### src/rtl/cmp_timer_pkg.sv
package cmp_timer_pkg;
  localparam int ADDR_W = 8;
  localparam int DATA_W = 32;
  localparam int PS_W   = 3;
  localparam int PCNT_W = (1 << PS_W) - 1;

  localparam logic [ADDR_W-1:0] OFF_PARAM = 8'h04;
  localparam logic [ADDR_W-1:0] OFF_CTL   = 8'h10;
  localparam logic [ADDR_W-1:0] OFF_CNT   = 8'h14;
  localparam logic [ADDR_W-1:0] OFF_MOD   = 8'h18;
  localparam logic [ADDR_W-1:0] OFF_STAT  = 8'h1C;
  localparam logic [ADDR_W-1:0] OFF_CHCTL = 8'h20;
  localparam logic [ADDR_W-1:0] OFF_CHVAL = 8'h24;

  localparam logic [3:0] MODE_SWCMP = 4'h4;

  // low bits of the prescale phase that must all be one for a tick
  function automatic logic [PCNT_W-1:0] ps_mask(input logic [PS_W-1:0] code);
    return (PCNT_W'(1) << code) - PCNT_W'(1);
  endfunction

  function automatic logic ps_hit(input logic [PCNT_W-1:0] phase,
                                  input logic [PS_W-1:0]   code);
    return (phase & ps_mask(code)) == ps_mask(code);
  endfunction
endpackage

### src/rtl/cmp_timer_prescaler.sv
module cmp_timer_prescaler
  import cmp_timer_pkg::*;
(
  input  logic            clk,
  input  logic            rst_n,
  input  logic            en,
  input  logic            clr,
  input  logic [PS_W-1:0] code,
  output logic            tick
);
  logic [PCNT_W-1:0] phase_q;

  assign tick = en && !clr && ps_hit(phase_q, code);

  always_ff @(posedge clk or negedge rst_n) begin
    if (!rst_n)          phase_q <= '0;
    else if (!en || clr) phase_q <= '0;
    else                 phase_q <= phase_q + PCNT_W'(1);
  end
endmodule

### src/rtl/cmp_timer_counter.sv
module cmp_timer_counter #(
  parameter int CNT_W = 32
) (
  input  logic             clk,
  input  logic             rst_n,
  input  logic             tick,
  input  logic             clr,
  input  logic [CNT_W-1:0] modulus,
  output logic [CNT_W-1:0] count,
  output logic [CNT_W-1:0] count_nxt,
  output logic             wrap_evt
);
  assign wrap_evt = tick && !clr && (count == modulus);

  always_comb begin
    if (clr)           count_nxt = '0;
    else if (wrap_evt) count_nxt = '0;
    else if (tick)     count_nxt = count + CNT_W'(1);
    else               count_nxt = count;
  end

  always_ff @(posedge clk or negedge rst_n) begin
    if (!rst_n) count <= '0;
    else        count <= count_nxt;
  end
endmodule

### src/rtl/cmp_timer_channel.sv
module cmp_timer_channel
  import cmp_timer_pkg::*;
#(
  parameter int CNT_W = 32
) (
  input  logic             clk,
  input  logic             rst_n,
  input  logic             tick,
  input  logic [CNT_W-1:0] count_nxt,
  input  logic [CNT_W-1:0] cmp_val,
  input  logic [3:0]       mode,
  input  logic             clr_req,
  output logic             flag,
  output logic             match_evt
);
  assign match_evt = tick && (mode == MODE_SWCMP) && (count_nxt == cmp_val);

  always_ff @(posedge clk or negedge rst_n) begin
    if (!rst_n) flag <= 1'b0;
    else        flag <= match_evt || (flag && !clr_req);
  end
endmodule

### src/rtl/cmp_timer.sv
module cmp_timer
  import cmp_timer_pkg::*;
#(
  parameter int CNT_W = 32
) (
  input  logic              clk,
  input  logic              rst_n,
  input  logic              we,
  input  logic [ADDR_W-1:0] addr,
  input  logic [DATA_W-1:0] wdata,
  output logic [DATA_W-1:0] rdata,
  output logic              irq
);
  // control state
  logic             cnt_en;
  logic [PS_W-1:0]  ps_code;
  logic             ovf_flag;
  logic [CNT_W-1:0] mod_q;
  logic             ch_ie;
  logic [3:0]       ch_mode;
  logic [CNT_W-1:0] ch_val;

  // named internal events
  logic             tick;
  logic             wrap_evt;
  logic             match_evt;
  logic             chf_flag;
  logic [CNT_W-1:0] count;
  logic [CNT_W-1:0] count_nxt;

  logic wr_ctl, wr_cnt, wr_mod, wr_stat, wr_chctl, wr_chval;
  assign wr_ctl   = we && (addr == OFF_CTL);
  assign wr_cnt   = we && (addr == OFF_CNT);
  assign wr_mod   = we && (addr == OFF_MOD);
  assign wr_stat  = we && (addr == OFF_STAT);
  assign wr_chctl = we && (addr == OFF_CHCTL);
  assign wr_chval = we && (addr == OFF_CHVAL);

  logic chf_clr;
  assign chf_clr = (wr_chctl && wdata[7]) || (wr_stat && wdata[0]);

  cmp_timer_prescaler u_pre (
    .clk  (clk),
    .rst_n(rst_n),
    .en   (cnt_en),
    .clr  (wr_cnt),
    .code (ps_code),
    .tick (tick)
  );

  cmp_timer_counter #(.CNT_W(CNT_W)) u_cnt (
    .clk      (clk),
    .rst_n    (rst_n),
    .tick     (tick),
    .clr      (wr_cnt),
    .modulus  (mod_q),
    .count    (count),
    .count_nxt(count_nxt),
    .wrap_evt (wrap_evt)
  );

  cmp_timer_channel #(.CNT_W(CNT_W)) u_ch0 (
    .clk      (clk),
    .rst_n    (rst_n),
    .tick     (tick),
    .count_nxt(count_nxt),
    .cmp_val  (ch_val),
    .mode     (ch_mode),
    .clr_req  (chf_clr),
    .flag     (chf_flag),
    .match_evt(match_evt)
  );

  always_ff @(posedge clk or negedge rst_n) begin
    if (!rst_n) begin
      cnt_en   <= 1'b0;
      ps_code  <= '0;
      ovf_flag <= 1'b0;
      mod_q    <= '0;
      ch_ie    <= 1'b0;
      ch_mode  <= '0;
      ch_val   <= '0;
    end else begin
      ovf_flag <= wrap_evt || (ovf_flag && !(wr_ctl && wdata[7]));
      if (wr_ctl) begin
        cnt_en  <= wdata[3];
        ps_code <= wdata[PS_W-1:0];
      end
      if (wr_mod) mod_q <= wdata[CNT_W-1:0];
      if (wr_chctl) begin
        ch_ie   <= wdata[6];
        ch_mode <= wdata[5:2];
      end
      if (wr_chval) ch_val <= wdata[CNT_W-1:0];
    end
  end

  always_comb begin
    rdata = '0;
    unique case (addr)
      OFF_PARAM: rdata[23:16] = 8'(CNT_W);
      OFF_CTL:   rdata = {24'h0, ovf_flag, 3'b000, cnt_en, ps_code};
      OFF_CNT:   rdata = DATA_W'(count);
      OFF_MOD:   rdata = DATA_W'(mod_q);
      OFF_STAT:  rdata = {31'h0, chf_flag};
      OFF_CHCTL: rdata = {24'h0, chf_flag, ch_ie, ch_mode, 2'b00};
      OFF_CHVAL: rdata = DATA_W'(ch_val);
      default:   rdata = '0;
    endcase
  end

  assign irq = chf_flag && ch_ie;
endmodule

### config.mk
export PLATFORM = sky130hd
export DESIGN_NAME = cmp_timer
export DESIGN_NICKNAME = d
export VERILOG_FILES = /design/src/rtl/cmp_timer_pkg.sv /design/src/rtl/cmp_timer_prescaler.sv /design/src/rtl/cmp_timer_counter.sv /design/src/rtl/cmp_timer_channel.sv /design/src/rtl/cmp_timer.sv
export SDC_FILE = /design/constraint.sdc
export NUM_CORES = 1
export LEC_CHECK = 0
export BUFFER_PORTS_ARGS = -buffer_cell sky130_fd_sc_hd__buf_2
export CORE_UTILIZATION = 65
export CTS_BUF_LIST = sky130_fd_sc_hd__clkbuf_2
export CTS_CLUSTER_DIAMETER = 30
export CTS_CLUSTER_SIZE = 20
export DETAILED_ROUTE_END_ITERATION = 6
export GPL_TIMING_DRIVEN = 1
export PLACE_DENSITY = 0.95
export SYNTH_ARGS = -nofsm -noshare
export SYNTH_HDL_FRONTEND = slang
export SYNTH_SLANG_ARGS = --single-unit
### constraint.sdc
create_clock -name clk -period 8.6 [get_ports clk]
set_input_delay 0.86 -clock clk [delete_from_list [all_inputs] [get_ports clk]]
set_output_delay 0.86 -clock clk [all_outputs]
set_load 0.01 [all_outputs]
==> metrics, run 1 <==
status=complete, but fails checks; failing checks=design-rule violations; multi-input logic area=3520 µm²; crit path max-delay cell type=buf_4; fill count=690; Initial Util=around two thirds; I/O pin count=76; fin crit share=roughly half; Die ar.=10700 µm²; hold crit path type=input pin to asynchronous set/reset pin; Yosys cell types=between 60 and 70; Hold Buf Count CTS=0; clk_lat worst skew=0.72 ns; Syn Nets=~710; Slew @ Worst Pin=between 0.8 and 0.9 ns; Synth Cell Area=about 6700 µm²; largest area contributor in the netlist=dfrtp_1; Crit path arrival time=4.84 ns; Worst slew margin=between 40% and 50%; first-pass GRT wire length=roughly 31000 µm; Post-synth ARST share=100%; area of the core=roughly 9900 µm²; site row count=36; Ant. Diodes=0; RSZ-0062 raised after global routing=false; most numerous cell in the Yosys netlist=dfrtp_1; DIE WIDTH=103 µm; largest net degree at the start of global routing=69; drt total wl=roughly 20000 µm; Register Area=between 2000 and 3000 µm²; TritonRoute pass-1 iters=7; max_cap viols=0; gr usage total=39.6%; clk sinks=114; CP endpoint kind=flop; GPL Wtd Cong=slightly below 1; number of vias in the routed layout=just under 6000; flops & latches, synth=114; fin crit period=roughly 4.2 ns; TritonCTS Buffers=17; Die Y=~100 µm; postcts setup bufs=0; CTS tree=built; Layout area overhead=10.1%; largest cells by area after synthesis=dfrtp_1 (43%), mux2_2 (12%), xnor2_1 (8.1%); average size of a mapped cell=between 10 and 15 µm²; Post-Layout Cell Count=a little under 900; Root Driver=clkbuf_2; cell area power density=about 160 nW/µm²; fraction of layout cells with a size suffix above 1=27.8%; dominant synthesized flop cell=dfrtp_1; slowest stage delay, CP=~0.57 ns; via/cell ratio=~6.7; Residual DRC=2; # placed instances=around 850; fin util=between 70% and 80%; number of global-route vias before repair=approximately 5700; Post-synth top cells=dfrtp_1 (114), mux2_2 (71), xnor2_1 (62); Clock Skews=~0.042 ns; Pins Over Slew Limit=0; part of the Yosys area used for sequential elements=~43%; crit-path cells=or3_1 -> ha_1 -> and4b_1 -> o21ai_2 -> nand4_4 -> o31ai_4 -> buf_4 -> nor3_1 -> a2111oi_2 -> and4_1 -> nand4_1 -> o31ai_2; clock-pin slew on the worst setup and hold paths=around 0.19 ns; DRT iter0 DRCs=between 600 and 700; critical path data required time=just over 9 ns; fmax=0.239 GHz; Post-layout nets=just under 800; Synth Instances=around 670; Leak=around 3.5 nW; number of antenna-violating nets in the routed design=0; TNS Setup=0 ns; post_cts resized=0; CTS max path bufs=2; total grt overflow=0; Hold Violations, Final=0; VDD IR max=0.000136 V; Post-DP HPWL=roughly 14000 µm; Yosys top cell area share=around 43%; total power draw=between 1 and 1.5 mW; synth warn=0; EDFF count, synth=0; initial antenna violation count=0; Startpoint Class=flop; setup violators final=0; Worst Path Class, Setup=flop to flop; Routed WL per cell=roughly 22 µm; H-tree levels=4; CP max FO=63; PortBufs=between 70 and 80
## path summary, 6_finish.rpt
kind	from	to	slack [ns]	depth (start not counted)
min	rst_n	mod_q[20]$_DFFE_PN0P_	0.13	1
min reg2reg	u_pre.phase_q[0]$_DFF_PN0_	u_pre.phase_q[0]$_DFF_PN0_	0.54	1
max	ps_code[1]$_DFFE_PN0P_	u_ch0.flag$_DFF_PN0_	4.41	12
max in group asynchronous	rst_n	mod_q[16]$_DFFE_PN0P_	7.16	2
min in group clk	wdata[23]	ch_val[23]$_DFFE_PN0P_	0.38	2
max reg2reg	ps_code[1]$_DFFE_PN0P_	u_ch0.flag$_DFF_PN0_	4.41	12
## worst max-delay path, delay by kind of cell (launching register included)
| family | cells | cell delay, ns |
|---|---|---|
| DFF | 1 | 0.53 |
| adders and majority gates | 1 | 0.33 |
| and+or+nand+nor | 6 | 1.62 |
| buffers and inverters | 1 | 0.57 |
| AOI/OAI and AO/OA | 4 | 1.07 |
## stage by stage
step           instance area (µm²)  setup WS, ns  hold WS, ns
6_report                      7370          4.41        0.132
5_1_grt                       7370          4.14        0.120
4_1_cts                       7370          4.48        0.118
3_5_place_dp                  7130          4.52        0.518
3_3_place_gp                  7130          4.56        0.500
2_1_floorplan                 6690          5.27        0.467
## placed cells by master, fill, tap and decap left out, types with 17 or more instances in the layout
cell type  Yosys  final
dfrtp_1      114    114
nand3_1       26     26
mux2_2        71     71
nor4_1        17     17
nor2_1        60     57
nand2_1       50     50
buf_2         13     74
inv_1         40     40
clkbuf_2       0     18
xnor2_1       62     62
a222oi_1      27     27
## final cells by class
type / instances / area share (%)
clock buffer: 18 / 1.22
inverter: 40 / 2.04
clock inverter: 14 / 1.97
timing repair buffer: 83 / 5.95
tap: 133 / 2.26
sequential: 114 / 38.7
multi-input combinational: 476 / 47.8
## where the power goes
| part | switching (mW) | internal, mW | total, mW |
|---|---|---|---|
| Sequential | 0.0372 | 0.559 | 0.596 |
| Combinational | 0.113 | 0.0712 | 0.184 |
| Clock | 0.212 | 0.157 | 0.369 |
| Total | 0.362 | 0.787 | 1.15 |
## sequential cells by signal, summed over array words and instances (netlist names)
name	count
ps_code	3
ch_mode	4
u_pre.phase_q	7
ovf_flag	1
ch_ie	1
cnt_en	1
u_cnt.count	32
u_ch0.flag	1
ch_val	32
mod_q	32
## metal layers
layer | track usage, % | wire, µm | vias up
met2 | 62.4 | 9110 | 381
li1 | - | - | 2560
met4 | 18.3 | 714 | 0
met5 | 0 | 0 | -
met1 | 51.6 | 7890 | 2879
met3 | 10.0 | 1800 | 75
## cells by family after synthesis
family,Yosys count,synth area share [%]
AO/OA/AOI/OAI,93,11.5
XOR/XNOR,69,9.04
AND/OR/NAND/NOR,237,18.9
multiplexers,74,12.4
adder cells (fa/ha/maj),3,0.561
buffers and inverters,78,4.90
flip-flops,114,42.7
Note: power is estimated with default switching activity, not from simulation.
==> inputs of run 2 (changes only) <==
--- a/config.mk
+++ b/config.mk
@@ -5,14 +5,15 @@
 export SDC_FILE = /design/constraint.sdc
 export NUM_CORES = 1
 export LEC_CHECK = 0
+export ABC_AREA = 1
 export BUFFER_PORTS_ARGS = -buffer_cell sky130_fd_sc_hd__buf_2
-export CORE_UTILIZATION = 65
+export CORE_UTILIZATION = 62
 export CTS_BUF_LIST = sky130_fd_sc_hd__clkbuf_2
 export CTS_CLUSTER_DIAMETER = 30
 export CTS_CLUSTER_SIZE = 20
 export DETAILED_ROUTE_END_ITERATION = 6
 export GPL_TIMING_DRIVEN = 1
-export PLACE_DENSITY = 0.95
+export PLACE_DENSITY = 0.92
 export SYNTH_ARGS = -nofsm -noshare
 export SYNTH_HDL_FRONTEND = slang
 export SYNTH_SLANG_ARGS = --single-unit
==> constraint.sdc (replaced) <==
create_clock -name clk -period 4.39 [get_ports clk]
set_input_delay 0.439 -clock clk [delete_from_list [all_inputs] [get_ports clk]]
set_output_delay 0.439 -clock clk [all_outputs]
set_load 0.01 [all_outputs]
==> metrics, run 2 <==
status=complete, but fails checks; failing checks=design-rule violations; Synth Cell Area=7440 µm² (+11%); Residual DRC=5 (+3); average size of a mapped cell=6.80 µm² (-32%); max_cap viols=0 (unchanged); fin crit period=3.28 ns (-0.909 ns); part of the Yosys area used for sequential elements=38.3% (-4.3 points); VDD IR max=0.000270 V (+98%); Post-DP HPWL=15400 µm (+11%); clk sinks=114 (unchanged); flops & latches, synth=114 (unchanged); reg2reg setup slack=1.11 ns (-3.30 ns); Slew @ Worst Pin=1.11 ns (+0.243 ns); TNS Setup=0 ns (unchanged); DRT iter0 DRCs=718 (+2.7%); most numerous cell in the Yosys netlist=nand2_1; Crit path arrival time=4.00 ns (-0.84 ns); site row count=39 (+8.3%); TritonRoute pass-1 iters=7 (unchanged); synth warn=0 (unchanged); initial antenna violation count=0 (unchanged); CTS max path bufs=2 (unchanged); postcts setup bufs=0 (unchanged); first-pass GRT wire length=36600 µm (+19%); Yosys top cell area share=38.3% (-4.3 points); number of vias in the routed layout=7659 (+30%); CTS tree=built; Hold Buf Count CTS=31 (+31); area of the core=11600 µm² (+17%); Worst slew margin=25.4% (-16 points); TritonCTS Buffers=17 (unchanged); Startpoint Class=flop; largest area contributor in the netlist=dfrtp_1; Ant. Diodes=0 (unchanged); dominant synthesized flop cell=dfrtp_1; fin crit share=74.7% (+26 points); fraction of layout cells with a size suffix above 1=11.1% (-17 points); largest cells by area after synthesis=dfrtp_1 (38%), nand2_1 (19%), inv_1 (7.9%); Hold Violations, Final=0 (unchanged); EDFF count, synth=0 (unchanged); gr usage total=37.9% (-1.7 points); hold crit path type=input pin to flop; commonest non-fill, non-tap cell in the layout=nand2_1; DIE WIDTH=112 µm (+7.9%); Syn Nets=1140 (+60%); RSZ-0062 raised after global routing=false; total power draw=2.89 mW (+150%); mux share of post-synthesis cell area=0% (-12 points); critical path data required time=5.11 ns (-4.14 ns); Simple-Gate Fraction of Synth Area=32.9% (+14 points); Synth Area in Compound Gates=11.2% (-0.31 points); setup violators final=0 (unchanged); largest family of logic cells by synthesized area=simple AND/OR/NAND/NOR gates; H-tree levels=4 (unchanged); CP max FO=38 (-40%); Final WS setup=1.11 ns (-3.30 ns); total grt overflow=0 (unchanged); clk_lat worst skew=0.78 ns (+0.06 ns); fmax=0.305 GHz (+28%); synthesized-area fraction occupied by adder cells=0.504% (-0.057 points); GPL Wtd Cong=1.02 (+2.3%); PortBufs=75 (unchanged); number of global-route vias before repair=7487 (+32%); CP endpoint kind=flop; via/cell ratio=5.72 (-15%); Synth Area in XOR/XNOR=5.88% (-3.2 points); largest net degree at the start of global routing=84 (+22%); Clock Skews=0.0455 ns (+0.00385 ns); post_cts resized=0 (unchanged); most frequent cells in the layout=nand2_1 (379), inv_1 (157), dfrtp_1 (114); Post-synth top cells=nand2_1 (381), inv_1 (157), dfrtp_1 (114); Layout area overhead=13.0%; Worst Path Class, Setup=flop to flop; Top Registers=ch_val: 32 flops, mod_q: 32 flops, u_cnt.count: 32 flops; Initial Util=64.4% (-3.4 points); number of antenna-violating nets in the routed design=0 (unchanged); Routed WL per cell=16.5 µm (-26%); clock-pin slew on the worst setup and hold paths=0.20 ns (about the same); Synth Instances=1094 (+64%); Die ar.=12400 µm² (+16%); Yosys cell types=40 (-39%); Die Y=112 µm (+7.9%); hold slack=0.0341 ns (-0.0983 ns); Post-Layout Cell Count=1339 (+53%); cell area power density=344 nW/µm² (+120%); dpl ws=1.24 ns (-3.28 ns); I/O pin count=76 (unchanged); drt total wl=22100 µm (+13%); Post-layout nets=1229 (+58%); Post-synth ARST share=100% (unchanged); # placed instances=1275 (+51%); Root Driver=clkbuf_2; Leak=4.24 nW (+20%); Pins Over Slew Limit=0 (unchanged)
run 2: cell types whose count changed after synthesis, moves of 27 or more:
cell / before / now
nand2_1: 50 / 381
inv_1: 40 / 157
o21ai_0: 14 / 92
mux2_2: 71 / 0
nor2_1: 60 / 98
xnor2_1: 62 / 32
nand3_1: 26 / 54
a222oi_1: 27 / 0
run 2: kinds of logic (layout without fill, tap and decap cells):
family | after synthesis | after routing
buffers and inverters | 205 | 307
adders and majority gates | 3 | 3
and+or+nand+nor | 581 | 581
xor gates and xnor gates | 50 | 50
AOI/OAI and AO/OA | 141 | 141
DFF | 114 | 114
run 2: where the power goes:
| group | internal (mW) | total (mW) | switching (mW) |
|---|---|---|---|
| Combinational | 0.284 | 0.750 | 0.466 |
| Clock | 0.375 | 0.807 | 0.432 |
| Sequential | 1.15 | 1.34 | 0.182 |
| Total | 1.81 | 2.89 | 1.08 |
run 2: worst paths after layout:
kind / start / endpoint / cells past startpoint
max: ps_code[1]$_DFFE_PN0P_ / u_ch0.flag$_DFF_PN0_ / 21
min: wdata[2] / ch_val[2]$_DFFE_PN0P_ / 3
max reg2reg: ps_code[1]$_DFFE_PN0P_ / u_ch0.flag$_DFF_PN0_ / 21
min reg2reg: ch_val[20]$_DFFE_PN0P_ / ch_val[20]$_DFFE_PN0P_ / 2
max in group asynchronous: rst_n / mod_q[20]$_DFFE_PN0P_ / 3
min in group asynchronous: rst_n / u_pre.phase_q[2]$_DFF_PN0_ / 2
run 2: critical path, stage by stage (launching register included):
cell and delay, ns:
dfrtp_1 0.53, nor2_4 0.19, nand2_1 0.07, ha_1 0.27
inv_1 0.04, nand2_1 0.05, nand3_1 0.11, nor2_4 0.12
nand3_2 0.15, nor2_8 0.13, nand3_4 0.37, nand2_4 0.30
inv_2 0.14, nand2_1 0.13, nor2_1 0.06, nor2_1 0.13
nand2_1 0.07, nor2_1 0.11, nand2_1 0.06, nor2_1 0.09
nand2_1 0.06, nand2_1 0.05
run 2: layout make-up:
class                   count  area (µm²)
fillers                   921        3150
clock inverters            12         164
clock buffers              20         100
inverters                 163         614
well taps                 143         179
multi-input cells         775        3770
repair buffers            112         736
flip-flops and latches    114        2850
run 2: through the flow:
step                      util [%]  instance area, µm²
final                         72.8                8410
after global routing          72.8                8410
after CTS                     72.7                8400
after detailed placement      67.7                7830
after global placement        67.7                7830
after floorplan                  -                7440
run 2: metal layers:
layer	part of all wire, %	vias up	wire, µm	global-route usage [%]
met3	10	100	2260	11.4
met4	5.1	0	1120	20.9
met5	0	-	0	0
met1	39	3531	8580	46.4
li1	-	3624	-	-
met2	46	404	10100	60.2
==> inputs of run 3 (changes only) <==
--- a/config.mk
+++ b/config.mk
@@ -7,13 +7,13 @@
 export LEC_CHECK = 0
 export ABC_AREA = 1
 export BUFFER_PORTS_ARGS = -buffer_cell sky130_fd_sc_hd__buf_2
-export CORE_UTILIZATION = 62
+export CORE_UTILIZATION = 56
 export CTS_BUF_LIST = sky130_fd_sc_hd__clkbuf_2
 export CTS_CLUSTER_DIAMETER = 30
 export CTS_CLUSTER_SIZE = 20
 export DETAILED_ROUTE_END_ITERATION = 6
 export GPL_TIMING_DRIVEN = 1
-export PLACE_DENSITY = 0.92
+export PLACE_DENSITY = 0.88
 export SYNTH_ARGS = -nofsm -noshare
 export SYNTH_HDL_FRONTEND = slang
 export SYNTH_SLANG_ARGS = --single-unit
==> constraint.sdc (replaced) <==
create_clock -name clk -period 3 [get_ports clk]
set_input_delay 0.3 -clock clk [delete_from_list [all_inputs] [get_ports clk]]
set_output_delay 0.3 -clock clk [all_outputs]
set_load 0.01 [all_outputs]
==> metrics, run 3 (same netlist as run 2, synthesis figures left out) <==
Slew @ Worst Pin=0.614 ns (-0.501 ns); first-pass GRT wire length=35700 µm (-2.4%); Die Y=117 µm (+5.1%); # placed instances=1319 (+3.5%); Root Driver=clkbuf_2; Startpoint Class=flop; Hold Violations, Final=0 (unchanged); Crit path arrival time=3.58 ns (-0.42 ns); Reg power frac=44.5% (-1.7 points); area of the core=12800 µm² (+10%); total grt overflow=0 (unchanged); fin crit period=2.86 ns (-0.416 ns); Comb power frac=26.9% (+1.0 points); clk_lat worst skew=0.75 ns (-0.03 ns); Initial Util=58.3% (-6.1 points); TritonRoute pass-1 iters=7 (unchanged); hold crit path type=input pin to flop; reg2reg setup slack=0.14 ns (-0.97 ns); Worst slew margin=59.1% (+34 points); switching share of power=36.3% (-0.99 points); CP bufs+invs=3 (+1); most frequent cells in the layout=nand2_1 (379), inv_1 (157), dfrtp_1 (113); max_cap viols=0 (unchanged); Clock Skews=0.0496 ns (+0.00409 ns); CP max FO=10 (-74%); cell area power density=498 nW/µm² (+45%); GPL Wtd Cong=0.970 (-4.5%); fill count=1100 (+19%); initial antenna violation count=0 (unchanged); DRT iter0 DRCs=811 (+13%); Final WS setup=0.136 ns (-0.974 ns); Post-Layout Cell Count=1386 (+3.5%); I/O pin count=76 (unchanged); Psw=1.57 mW (+46%); fin util=68.1% (-4.6 points); Worst Path Class, Setup=flop to flop; fin crit share=95.5% (+21 points); site row count=41 (+5.1%); failing checks=design-rule violations; Post-DP HPWL=16100 µm (+4.4%); clk sinks=114 (unchanged); slowest stage delay, CP=0.48 ns (-0.05 ns); VDD IR max=0.000465 V (+72%); crit path max-delay cell type=dfrtp_2; TritonCTS Buffers=17 (unchanged); setup violators final=0 (unchanged); most frequent CP cell=nand2_1; CTS tree=built; Residual DRC=2 (-3); DIE WIDTH=117 µm (+5.1%); status=complete, but fails checks; critical path data required time=3.71 ns (-1.40 ns); Layout area overhead=16.9%; CP endpoint kind=flop; Top Family by Delay on Critical Path=simple AND/OR/NAND/NOR gates; gr usage total=35.1% (-2.9 points); CTS max path bufs=2 (unchanged); fraction of layout cells with a size suffix above 1=12.4% (+1.2 points); Ant. Diodes=0 (unchanged); crit-path cells=nor2_4 -> nand2_1 -> ha_1 -> inv_1 -> nand2_1 -> nand3_1 -> nor2_4 -> nand3_4 -> nor2_8 -> buf_12 -> nand2_1 -> nand2_1 -> nand3_1 -> nand2_1 -> inv_1 -> nor2_1 -> nand2_1 -> nor2_1 -> nand3_1 -> nor2_1 -> nand2_1 -> nand2_1; post-placement cell area=7990 µm² (+2.1%); clock share of power=28.6% (+0.7 points); Final Cell Area=8700 µm² (+3.4%); PortBufs=75 (unchanged); multi-input logic area=3790 µm² (+0.50%); Die ar.=13800 µm² (+11%); via/cell ratio=5.56 (-2.7%); drt total wl=22800 µm (+3.0%); number of vias in the routed layout=7712 (+0.69%); number of global-route vias before repair=7263 (-3.0%); commonest non-fill, non-tap cell in the layout=nand2_1; fmax=0.349 GHz (+15%); H-tree levels=4 (unchanged); clock-pin slew on the worst setup and hold paths=0.22 ns (+0.02 ns); Post-layout nets=1248 (+1.5%); Leak=4.35 nW (+2.7%); Routed WL per cell=16.4 µm (-0.49%); dpl ws=0.154 ns (-1.08 ns); number of antenna-violating nets in the routed design=0 (unchanged); largest net degree at the start of global routing=75 (-11%); Top Registers=ch_val: 32 flops, mod_q: 32 flops, u_cnt.count: 32 flops; Pins Over Slew Limit=0 (unchanged); Register Area=2850 µm² (about the same); Internal=2.76 mW (+52%)
-- run 3: changes by cell type in the layout (fill, tap and decap cells not counted), moves of 2 or more --
cell      previous run  this run
buf_4                6        19
buf_12               0         4
clkinv_2             4         0
clkinv_1             4         6
-- run 3: cell type report --
class	instances	area share, %
inverter	163	7.06
sequential	114	32.8
tap	172	2.47
timing repair buffer	131	10.9
multi-input combinational	775	43.5
clock inverter	12	2.17
clock buffer	19	1.09
-- run 3: per-layer routing --
layer / GRT usage, % / up-vias / wire (µm) / part of all wire [%]
met5: 0 / - / 0 / 0
met4: 15.4 / 0 / 874 / 3.8
met3: 7.72 / 74 / 2110 / 9.3
met2: 57.1 / 416 / 10700 / 47
met1: 44.9 / 3561 / 9080 / 40
li1: - / 3661 / - / -
-- run 3: timing repair --
| action | CTS | global route |
|---|---|---|
| endpoints found under the hold margin | 115 | 0 |
| hold buffers | 33 | 0 |
| setup buffers | 0 | 2 |
| endpoints found under the setup margin | 0 | 1 |
| resized for setup | 0 | 10 |
-- run 3: worst paths after layout --
kind	endpoint	depth (start not counted)	start
max reg2reg	u_ch0.flag$_DFF_PN0_	22	ps_code[0]$_DFFE_PN0P_
max	u_ch0.flag$_DFF_PN0_	22	ps_code[0]$_DFFE_PN0P_
max in group asynchronous	u_cnt.count[14]$_DFF_PN0_	3	rst_n
min	u_ch0.flag$_DFF_PN0_	4	we
min in group asynchronous	ps_code[0]$_DFFE_PN0P_	2	rst_n
min reg2reg	ch_val[20]$_DFFE_PN0P_	2	ch_val[20]$_DFFE_PN0P_
-- run 3: through the flow --
step | setup TNS, ns | hold WS [ns] | power (mW)
finish | 0 | 0.0316 | 4.33
global route | -0.0485 | 0.0144 | 4.57
CTS | 0 | 0.0145 | 4.28
detailed placement | 0 | 0.319 | 3.02
global placement | 0 | 0.317 | 3.00
floorplan | 0 | 0.00441 | 2.66
-- run 3: tightest hold or removal path, cell delays in order --
cell	delay, ns
buf_2	0.17
nand3_1	0.10
o211ai_1	0.13
nand2_1	0.07
-- run 3: power by group through the flow --
stage	Sequential, mW	Combinational (mW)	Clock (mW)
final	1.93	1.17	1.24
after global routing	1.95	1.31	1.32
after CTS	1.92	1.12	1.24
after detailed placement	1.95	1.08	0
after global placement	1.95	1.06	0
after floorplan	1.87	0.790	0
